[src/rtl/i2c_csr_pkg.sv]
package i2c_csr_pkg;

  typedef enum logic [1:0] {
    WK_NONE  = 2'd0,
    WK_PLAIN = 2'd1,
    WK_SET   = 2'd2,
    WK_CLR   = 2'd3
  } wkind_e;

  localparam int SRST_BIT       = 31;
  localparam int RUN_BIT        = 29;
  localparam int NAKREL_BIT     = 28;
  localparam int ST_NAK_BIT     = 28;
  localparam int ST_BUSBUSY_BIT = 11;
  localparam int ST_CLKBUSY_BIT = 10;

  // Next value of a word after a write of the given kind
  function automatic logic [31:0] apply_wr(input logic [31:0] cur,
                                           input logic [31:0] wd,
                                           input wkind_e      k);
    logic [31:0] r;
    case (k)
      WK_PLAIN: r = wd;
      WK_SET:   r = cur | wd;
      WK_CLR:   r = cur & ~wd;
      default:  r = cur;
    endcase
    return r;
  endfunction

endpackage

[src/rtl/i2c_csr_decode.sv]
module i2c_csr_decode
  import i2c_csr_pkg::*;
#(
  parameter int                 ADDR_W = 8,
  parameter logic [ADDR_W-1:0]  OFS_A  = 'h00,
  parameter logic [ADDR_W-1:0]  OFS_B  = 'h40,
  parameter logic [ADDR_W-1:0]  OFS_ST = 'h50
) (
  input  logic              en,
  input  logic              we,
  input  logic [ADDR_W-1:0] addr,
  output logic              hit_a,
  output logic              hit_b,
  output logic              hit_st,
  output wkind_e            wk_a,
  output wkind_e            wk_b
);

  localparam logic [ADDR_W-1:0] STEP_SET = ADDR_W'(4);
  localparam logic [ADDR_W-1:0] STEP_CLR = ADDR_W'(8);

  function automatic wkind_e classify(input logic [ADDR_W-1:0] a,
                                      input logic [ADDR_W-1:0] base);
    wkind_e k;
    if (a == base)                 k = WK_PLAIN;
    else if (a == base + STEP_SET) k = WK_SET;
    else if (a == base + STEP_CLR) k = WK_CLR;
    else                           k = WK_NONE;
    return k;
  endfunction

  wkind_e kind_a, kind_b;

  always_comb begin
    kind_a = classify(addr, OFS_A);
    kind_b = classify(addr, OFS_B);
    hit_a  = (kind_a != WK_NONE);
    hit_b  = (kind_b != WK_NONE);
    hit_st = (addr == OFS_ST);
    wk_a   = (en && we) ? kind_a : WK_NONE;
    wk_b   = (en && we) ? kind_b : WK_NONE;
  end

endmodule

[src/rtl/i2c_csr_irq.sv]
module i2c_csr_irq
  import i2c_csr_pkg::*;
#(
  parameter int IRQ_N = 8
) (
  input  logic             clk,
  input  logic             rst_n,
  input  logic             srst,
  input  wkind_e           wk,
  input  logic [31:0]      wdata,
  input  logic [IRQ_N-1:0] hw_evt,
  output logic [31:0]      word_q,
  output logic             irq,
  output logic             rel_pulse
);

  localparam int EN_LO = IRQ_N;
  localparam int EN_HI = 2 * IRQ_N - 1;

  logic [31:0]      raw_nxt, nxt;
  logic             rel_d;
  logic [IRQ_N-1:0] flags, ens;

  always_comb begin
    raw_nxt = apply_wr(word_q, wdata, wk);
    rel_d   = (wk != WK_NONE) && raw_nxt[NAKREL_BIT];
    nxt     = raw_nxt;
    nxt[NAKREL_BIT] = 1'b0;
    // hardware events win over a software clear
    nxt[IRQ_N-1:0]  = raw_nxt[IRQ_N-1:0] | hw_evt;
  end

  always_ff @(posedge clk or negedge rst_n) begin
    if (!rst_n) begin
      word_q    <= '0;
      rel_pulse <= 1'b0;
    end else if (srst) begin
      word_q    <= '0;
      rel_pulse <= 1'b0;
    end else begin
      word_q    <= nxt;
      rel_pulse <= rel_d;
    end
  end

  assign flags = word_q[IRQ_N-1:0];
  assign ens   = word_q[EN_HI:EN_LO];
  assign irq   = |(flags & ens);

  AST_EVT_SETS_FLAG: assert property (@(posedge clk) disable iff (!rst_n)
    (|hw_evt && !srst) |=> ((flags & $past(hw_evt)) == $past(hw_evt)));

  AST_REL_FROM_WRITE: assert property (@(posedge clk) disable iff (!rst_n)
    rel_pulse |-> $past(wk != WK_NONE));

  AST_IRQ_NEEDS_ENABLE: assert property (@(posedge clk) disable iff (!rst_n)
    irq |-> (|ens));

endmodule

[src/rtl/i2c_csr_bank.sv]
module i2c_csr_bank
  import i2c_csr_pkg::*;
#(
  parameter int                ADDR_W = 8,
  parameter logic [ADDR_W-1:0] OFS_A  = 'h00,
  parameter logic [ADDR_W-1:0] OFS_B  = 'h40,
  parameter logic [ADDR_W-1:0] OFS_ST = 'h50,
  parameter int                IRQ_N  = 8
) (
  input  logic              clk,
  input  logic              rst_n,
  input  logic              bus_en,
  input  logic              bus_we,
  input  logic [ADDR_W-1:0] bus_addr,
  input  logic [31:0]       bus_wdata,
  output logic [31:0]       bus_rdata,
  input  logic [IRQ_N-1:0]  hw_evt,
  input  logic              eng_done,
  input  logic              st_nak,
  input  logic              st_bus_busy,
  input  logic              st_clk_busy,
  output logic [31:0]       cmd_word,
  output logic              nak_release,
  output logic              irq
);

  logic        hit_a, hit_b, hit_st;
  wkind_e      wk_a, wk_b;
  logic [31:0] a_q, a_raw, a_nxt, b_q, st_word;
  logic        srst_fire;

  i2c_csr_decode #(
    .ADDR_W(ADDR_W), .OFS_A(OFS_A), .OFS_B(OFS_B), .OFS_ST(OFS_ST)
  ) u_dec (
    .en(bus_en), .we(bus_we), .addr(bus_addr),
    .hit_a(hit_a), .hit_b(hit_b), .hit_st(hit_st),
    .wk_a(wk_a), .wk_b(wk_b)
  );

  always_comb begin
    a_raw     = apply_wr(a_q, bus_wdata, wk_a);
    srst_fire = (wk_a != WK_NONE) && a_raw[SRST_BIT];
    a_nxt     = a_raw;
    a_nxt[SRST_BIT] = 1'b0;
    if (eng_done && wk_a == WK_NONE) a_nxt[RUN_BIT] = 1'b0;
  end

  always_ff @(posedge clk or negedge rst_n) begin
    if (!rst_n)         a_q <= '0;
    else if (srst_fire) a_q <= '0;
    else                a_q <= a_nxt;
  end

  i2c_csr_irq #(.IRQ_N(IRQ_N)) u_irq (
    .clk(clk), .rst_n(rst_n), .srst(srst_fire),
    .wk(wk_b), .wdata(bus_wdata), .hw_evt(hw_evt),
    .word_q(b_q), .irq(irq), .rel_pulse(nak_release)
  );

  always_comb begin
    st_word = '0;
    st_word[ST_NAK_BIT]     = st_nak;
    st_word[ST_BUSBUSY_BIT] = st_bus_busy;
    st_word[ST_CLKBUSY_BIT] = st_clk_busy;
  end

  always_comb begin
    bus_rdata = '0;
    if (bus_en && !bus_we) begin
      if (hit_a)       bus_rdata = a_q;
      else if (hit_b)  bus_rdata = b_q;
      else if (hit_st) bus_rdata = st_word;
    end
  end

  assign cmd_word = a_q;

  AST_SRST_CLEARS: assert property (@(posedge clk) disable iff (!rst_n)
    srst_fire |=> (a_q == '0 && b_q == '0 && !irq));

  AST_RUN_DROPS: assert property (@(posedge clk) disable iff (!rst_n)
    (eng_done && wk_a == WK_NONE) |=> !a_q[RUN_BIT]);

  AST_STRAY_WRITE_IGNORED: assert property (@(posedge clk) disable iff (!rst_n)
    (bus_en && bus_we && !hit_a && !hit_b && hw_evt == '0 && !eng_done)
      |=> ($stable(a_q) && $stable(b_q)));

endmodule

[config.mk]
export PLATFORM = sky130hd
export DESIGN_NAME = i2c_csr_bank
export DESIGN_NICKNAME = d
export VERILOG_FILES = /design/src/rtl/i2c_csr_pkg.sv /design/src/rtl/i2c_csr_decode.sv /design/src/rtl/i2c_csr_irq.sv /design/src/rtl/i2c_csr_bank.sv
export SDC_FILE = /design/constraint.sdc
export NUM_CORES = 1
export LEC_CHECK = 0
export BUFFER_PORTS_ARGS = -buffer_cell sky130_fd_sc_hd__buf_2
export CAP_MARGIN = 10
export CORE_ASPECT_RATIO = 1.75
export CORE_MARGIN = 1.5
export CORE_UTILIZATION = 50
export DETAILED_ROUTE_END_ITERATION = 10
export PLACE_DENSITY = 0.78
export SYNTH_ARGS = -nofsm -noshare
export SYNTH_HDL_FRONTEND = slang
export SYNTH_HIERARCHICAL = 1
export SYNTH_SLANG_ARGS = --single-unit
export TNS_END_PERCENT = 10
[constraint.sdc]
create_clock -name clk -period 4.5 [get_ports clk]
set_clock_uncertainty 0.05 [all_clocks]
set_input_delay 0 -clock clk [delete_from_list [all_inputs] [get_ports clk]]
set_output_delay 0 -clock clk [all_outputs]
set_load 0.03 [all_outputs]
==> summary.txt, run 1 <==
Synthesis
  • Sequential element share of the synthesized area: about a third
  • Post-Syn Nets: between 600 and 700
  • Synth warn: 6
  • EDFF count, synth: 0
  • Top_reg_cell synth: dfrtp_1
  • Count of different cell masters after synthesis: 37
  • Mean area per synthesized cell: 8.55 sq um
  • Async SR Flop Fraction: 100%
  • Cell Area, Synth: 4800 sq um
  • Synthesized flop and latch total: 63
  • Cells after Synth: 561

Clock network
  • H-Tree Depth: 3
  • Worst-path clk slew: around 0.060 ns
  • Post_cts resized: 0
  • Num Clock Sinks: 63
  • Root Driver: clkbuf_16
  • CTS Buf Count: 9
  • Bufs on Longest Clock Path: 2
  • CTS tree: done
  • Post-CTS setup buffer count: 0
  • Clock latency on the worst-skew pair: 0.33 ns

STA
  • Worst-Margin Slew: 1.06 ns
  • Max_slew headroom: between 20% and 30%
  • Final Cycle Share: 60.0%
  • Setup TNS: 0 ns
  • Post-route minimum period: 2.70 ns
  • F_max: 370 MHz
  • Slew Limit Fails: 0
  • Final setup violation count: 0
  • RSZ-0062 raised after global routing: false
  • Final setup margin: 1.80 ns
  • Hold Vio Cnt, Final: 0

Finish
  • Share of cells above drive strength 1: a little over a quarter
  • Non-filler instance count after layout: 792
  • Antenna diode count: 0
  • Area Overhead vs Synth: 22.4%
  • Util after Layout: approximately 62%
  • # nets final: 721

Floorplanning
  • Rows: 47
  • Die area: 10,200 sq um
  • Initial cell density of the core: between 50% and 60%
  • Core Area: 9410 sq um
  • Chip height: 133 um
  • Die Wd: between 70 and 80 um
  • Top Ports: 122

Route
  • DR vias/cell: 6.46
  • Top sig layer: met4
  • DR vias: 5,116
  • Met3 wire length: 917 um
  • Post-Route WL: 15,400 um
  • Drt pass-1 iters: 5
  • Routed wire per std cell: about 19 um
  • Metal-1 WL: a little under 6000 um
  • DR DRC count: 0
  • Iteration-0 DRC Markers: 478
  • DR WL met2: 8180 um
  • Routed Antenna Nets: 0

Place
  • Final GP Congestion: 0.827
  • Placed Cells incl. Taps: 757
  • HPWL after DPL: 9470 um
  • Setup WS pre-CTS: 1.74 ns
  • Port buffer count: 120

Global routing
  • First-pass GRT wire length: 24,300 um
  • Initial antenna violation count: 0
  • Largest net degree at the start of global routing: 64
  • Number of global-route vias before repair: 5,049
  • GRT Util Overall: 29.5%
  • GRT overflow: 0

Run
  • Max-cap viol count: 0

Power
  • Leakage: approximately 2.7 nW
  • Cell area power density: 289 nW/um^2
  • Design Power: 1.69 mW
  • Peak VDD IR: 0.000209 V

Worst setup path
  • Startpoint Class: input pin
  • Crit. End Element: primary output
  • Crit Path Max Fanout: 14
  • Worst Path Arrival: 2.65 ns
  • Worst endpoint required time: 4.45 ns
  • Slack of the worst reg-to-reg path: 3.30 ns
  • CP Class: in2out

Status
  • Status: finished clean

Hold path
  • Min-Delay Path Class: in2reg
## layer usage
| metal | up-vias | global-route usage, % |
|---|---|---|
| li1 | 2324 | - |
| met1 | 2536 | 32.9 |
| met2 | 224 | 53.1 |
| met3 | 32 | 3.79 |
| met4 | 0 | 16.9 |
| met5 | - | 0 |
## cell usage after synthesis (3+ instances only)
cell type	n	area share (%)
buf_6	3	0.70
xnor2_1	3	0.55
nor2_1	29	2.3
nor4_1	3	0.39
o221ai_2	8	2.5
buf_4	6	0.94
nand3_1	8	0.83
nand2_1	34	2.7
dfrtp_1	63	33
and3b_1	60	11
o21ai_0	21	2.2
nor3_1	3	0.31
a21oi_1	34	3.5
a22oi_1	53	8.3
buf_2	26	2.7
a211oi_1	32	5.0
a221oi_1	3	0.55
nor2b_1	49	6.4
inv_2	3	0.23
inv_1	9	0.70
nand2b_1	3	0.39
mux2_4	8	2.5
a31oi_1	60	7.8
clkbuf_1	20	1.6
## through the flow
| stage | area [sq um] | hold WS [ns] |
|---|---|---|
| floorplan | 4800 | -0.346 |
| global placement | 5400 | 0.188 |
| detailed placement | 5400 | 0.192 |
| CTS | 5870 | 0.00270 |
| global route | 5870 | 0.0281 |
| finish | 5870 | 0.0124 |
## final cells by class
cell class                      count  area (sq um)
Timing Repair Buffer              150           873
Fill cell                         827          3540
Sequential cell                    63          1580
Clock buffer                       11           253
Inverter                           12          45.0
Tap cell                          122           153
Clock inverter                      5          32.5
Multi-Input combinational cell    429          2940
## flip-flops by register name, summed over array words and instances (netlist names)
name / count
u_irq/rel_pulse: 1
u_irq/word_q: 31
cmd_word: 31
## what timing repair did
action	CTS	global route
hold buffers	19	0
hold endpoints to repair	81	0
endpoints found under the setup margin	0	0
## critical path: stages
cell	delay [ns]
buf_2	0.10
or4b_4	0.58
a211oi_1	0.31
buf_4	0.22
nor2b_2	0.64
buf_4	0.35
a22oi_1	0.12
nor2_1	0.11
buf_2	0.20
## placed cells by master (no fill, tap or decap), types with 3 or more instances in the layout
| master | n |
|---|---|
| nor3_1 | 3 |
| clkinvlp_4 | 3 |
| inv_1 | 9 |
| o221ai_2 | 8 |
| o21ai_0 | 21 |
| clkbuf_16 | 9 |
| dlygate4sd3_1 | 19 |
| nand2_1 | 34 |
| nor2b_1 | 48 |
| and3b_1 | 60 |
| buf_2 | 120 |
| nand2b_1 | 3 |
| buf_4 | 11 |
| a31oi_1 | 60 |
| a211oi_1 | 31 |
| xnor2_1 | 3 |
| dfrtp_1 | 63 |
| nand3_1 | 8 |
| mux2_4 | 8 |
| a22oi_1 | 53 |
| inv_2 | 3 |
| a21oi_1 | 34 |
| nor2_1 | 27 |
| a221oi_1 | 3 |
## final timing paths
| check | from | endpoint | cells past startpoint |
|---|---|---|---|
| worst max-delay path | bus_addr[1] | bus_rdata[16] | 9 |
| worst min-delay path | bus_wdata[12] | u_irq/word_q[12] | 3 |
| worst max register to register | u_irq/word_q[3] | u_irq/word_q[3] | 3 |
| worst min register to register | u_irq/word_q[30] | u_irq/word_q[30] | 2 |
| max in group asynchronous | rst_n | cmd_word[14] | 3 |
| min in group asynchronous | rst_n | cmd_word[1] | 3 |
## cell families (layout without fill, tap and decap cells)
kind of cell,Yosys count,after routing,synth area share [%]
flops,63,63,32.9
compound gates,215,215,30.5
buf+inv,69,178,7.02
mux,8,8,2.50
xor+xnor,3,3,0.548
simple gates,201,201,26.4
other cells,2,2,0.157
## report_power, final
group          total (mW)  switching [mW]  internal, mW
combinational       0.344           0.209         0.135
sequential          0.680          0.0614         0.618
clock               0.671           0.270         0.401
total                1.69           0.540          1.15
(Power assumes the default switching activity.)
==> inputs of run 2 (changes only) <==
ABC_AREA = 1   (was default)
CORE_UTILIZATION = 48   (was 50)
PLACE_DENSITY = 0.79   (was 0.78)
clock period = 2.2 ns   (was 4.5 ns; I/O delays follow)
==> run 2 against run 1 <==
Compared with the run above:
- via count is 7.4% lower
- die area is 4.9% lower
- core utilization is 3.4 points higher
- final area is 1.6% lower
- first-iteration DRC count is 5.4% lower
- sequential share of layout area is 0.42 points higher
- clock power is 120% higher
- clock-buffer cell count is 2 higher
- global-route usage is 1.8 points lower
- synthesized cell count is 10% higher
- setup slack worse by 1.6 ns
==> summary.txt, run 2 <==
Synthesis
  • Synth cell count leaders: nand2_1 (271), dfrtp_1 (63), nand3_1 (63), inv_1 (32), nand3b_1 (31)
  • Largest cells by area after synthesis: dfrtp_1 (36%), nand2_1 (23%), nand3_1 (7.2%), nand2_4 (5.7%), nand3b_1 (5.3%)
  • EDFF count, synth: 0 (unchanged)
  • Cells after Synth: 618 (+10%)
  • Count of different cell masters after synthesis: 26 (-30%)
  • Mean area per synthesized cell: 7.07 sq um (-17%)
  • Async SR Flop Fraction: 100% (unchanged)
  • Post-Syn Nets: 674 (+9.2%)
  • Share of the synthesized area in the top cell type: 36.1% (+3.2 points)
  • Cell Area, Synth: 4370 sq um (-8.8%)
  • Most frequent cell after synthesis: nand2_1
  • Synthesized flop and latch total: 63 (unchanged)
  • Synth warn: 6 (unchanged)
  • Top_reg_cell synth: dfrtp_1
  • Synth area leader: dfrtp_1
  • Sequential element share of the synthesized area: 36.1% (+3.2 points)

Global routing
  • GRT Util Overall: 27.7% (-1.8 points)
  • Number of global-route vias before repair: 4,485 (-11%)
  • First-pass GRT wire length: 20,500 um (-15%)
  • Largest net degree at the start of global routing: 55 (-14%)
  • Initial antenna violation count: 0 (unchanged)
  • GRT overflow: 0 (unchanged)

Place
  • HPWL after DPL: 8720 um (-7.9%)
  • Port buffer count: 120 (unchanged)
  • Final GP Congestion: 0.803 (-2.9%)
  • Placed Cells incl. Taps: 832 (+9.9%)

STA
  • F_max: 498 MHz
  • Fin Hold WS: 0.0478 ns (+0.0353 ns)
  • Post-route minimum period: roughly 2 ns
  • Final Cycle Share: 91.3%
  • Setup TNS: 0 ns (unchanged)
  • Final setup violation count: 0 (unchanged)
  • RSZ-0062 raised after global routing: false
  • Hold Vio Cnt, Final: 0 (unchanged)
  • Worst-Margin Slew: 0.871 ns (-0.187 ns)
  • Slew Limit Fails: 0 (unchanged)
  • Max_slew headroom: 41.8% (+12 points)

Finish
  • Share of cells above drive strength 1: 27.7% (+1.1 points)
  • Commonest non-fill, non-tap cell in the layout: nand2_1
  • # nets final: 827 (+15%)
  • Non-filler instance count after layout: 893 (+13%)
  • Area Overhead vs Synth: 32.2%
  • Antenna diode count: 0 (unchanged)
  • Commonest non-fill, non-tap cells in the layout: nand2_1 (270), buf_2 (120), nand3_1 (63), dfrtp_1 (63), dlygate4sd3_1 (45)

Route
  • DR vias: 4,736 (-7.4%)
  • DR DRC count: 0 (unchanged)
  • Drt pass-1 iters: 8 (+3)
  • Iteration-0 DRC Markers: 452 (-5.4%)
  • DR vias/cell: 5.30 (-18%)
  • Post-Route WL: 13,300 um (-13%)
  • Routed Antenna Nets: 0 (unchanged)
  • Routed wire per std cell: 14.9 um (-23%)

Clock network
  • H-Tree Depth: 3 (unchanged)
  • CTS tree: done
  • Post-CTS setup buffer count: 0 (unchanged)
  • CTS Buf Count: 9 (unchanged)
  • Root Driver: clkbuf_16
  • Num Clock Sinks: 63 (unchanged)
  • Worst-path clk slew: 0.05 ns (about the same)
  • Clock latency on the worst-skew pair: 0.32 ns (about the same)
  • Bufs on Longest Clock Path: 2 (unchanged)

Floorplanning
  • Die area: 9710 sq um (-4.9%)
  • Top Ports: 122 (unchanged)
  • Initial cell density of the core: 49.8% (-1.2 points)
  • Die Wd: 75.1 um (-2.5%)
  • Core Area: 8780 sq um (-6.6%)
  • Rows: 45 (-4.3%)
  • Chip height: 129 um (-2.5%)

Worst setup path
  • Crit. End Element: flip-flop
  • Startpoint Class: input pin
  • Worst Path Arrival: 2.22 ns (-0.43 ns)
  • CP Class: in2reg
  • R2R depth: 5 (+2)
  • Worst endpoint required time: 2.41 ns (-2.04 ns)
  • Crit Path Max Fanout: 32 (+18)

Power
  • Peak VDD IR: 0.000420 V (+100%)
  • Cell area power density: 560 nW/um^2 (+94%)
  • Leakage: 3.32 nW (+22%)

Status
  • Status: finished clean

Hold path
  • Min-Delay Path Class: in2async

Run
  • Max-cap viol count: 0 (unchanged)
-- run 2: power breakdown --
part | internal (mW) | leakage, nW | switching (mW)
Combinational | 0.189 | 2.34 | 0.282
Clock | 0.965 | 0.156 | 0.488
Sequential | 1.23 | 0.825 | 0.0815
-- run 2: path summary, 6_finish.rpt --
path	start	endpoint	slack, ns
max	bus_addr[4]	cmd_word[29]	0.19
min	rst_n	cmd_word[14]	0.05
max reg2reg	cmd_word[29]	cmd_word[29]	0.81
min reg2reg	cmd_word[1]	cmd_word[1]	0.48
max in group asynchronous	rst_n	cmd_word[2]	1.34
min in group clk	bus_addr[2]	u_irq/rel_pulse	0.25
-- run 2: stage by stage --
| step | instance area, sq um | utilization [%] | total power [mW] | worst slack, ns |
|---|---|---|---|---|
| 2_1_floorplan | 4370 | - | 1.55 | 0.657 |
| 3_3_place_gp | 5020 | 57.1 | 1.72 | 0.336 |
| 3_5_place_dp | 5020 | 57.1 | 1.74 | 0.278 |
| 4_1_cts | 5780 | 65.8 | 3.25 | 0.205 |
| 5_1_grt | 5780 | 65.8 | 3.36 | 0.0622 |
| 6_report | 5780 | 65.8 | 3.24 | 0.191 |
-- run 2: cells by family (layout without fill, tap and decap cells) --
family | after synthesis | count (layout) | synth area share [%]
compound gates | 53 | 53 | 7.99
buf+inv | 74 | 232 | 8.90
flops | 63 | 63 | 36.1
other cells | 2 | 2 | 0.172
simple gates | 426 | 426 | 46.9
-- run 2: metal layers --
metal | part of all wire [%] | vias up | global-route usage, %
li1 | - | 2255 | -
met1 | 37 | 2238 | 29.1
met2 | 54 | 200 | 50.3
met3 | 5.3 | 43 | 5.68
met4 | 3.9 | 0 | 14.4
met5 | 0 | - | 0
-- run 2: critical path, cell delays in order --
cell and delay, ns:
buf_2 0.11, nor2_2 0.15, nand3_2 0.14, nor2_2 0.18
buf_4 0.21, nor2_4 0.05, buf_4 0.27, a21oi_4 0.17
buf_4 0.24, nand2_1 0.08, nand2_1 0.05, dlygate4sd3_1 0.55
-- run 2: cell type report --
class | instances | area, sq um
inverter | 37 | 139
tap | 117 | 146
timing repair buffer | 179 | 1180
clock inverter | 3 | 40.0
multi-input combinational | 481 | 2430
fill | 742 | 3000
sequential | 63 | 1580
clock buffer | 13 | 270
-- run 2: repair_timing --
item / CTS / global route
hold endpoints to repair: 124 / 0
hold buffers: 45 / 0
gates resized for setup: 0 / 0
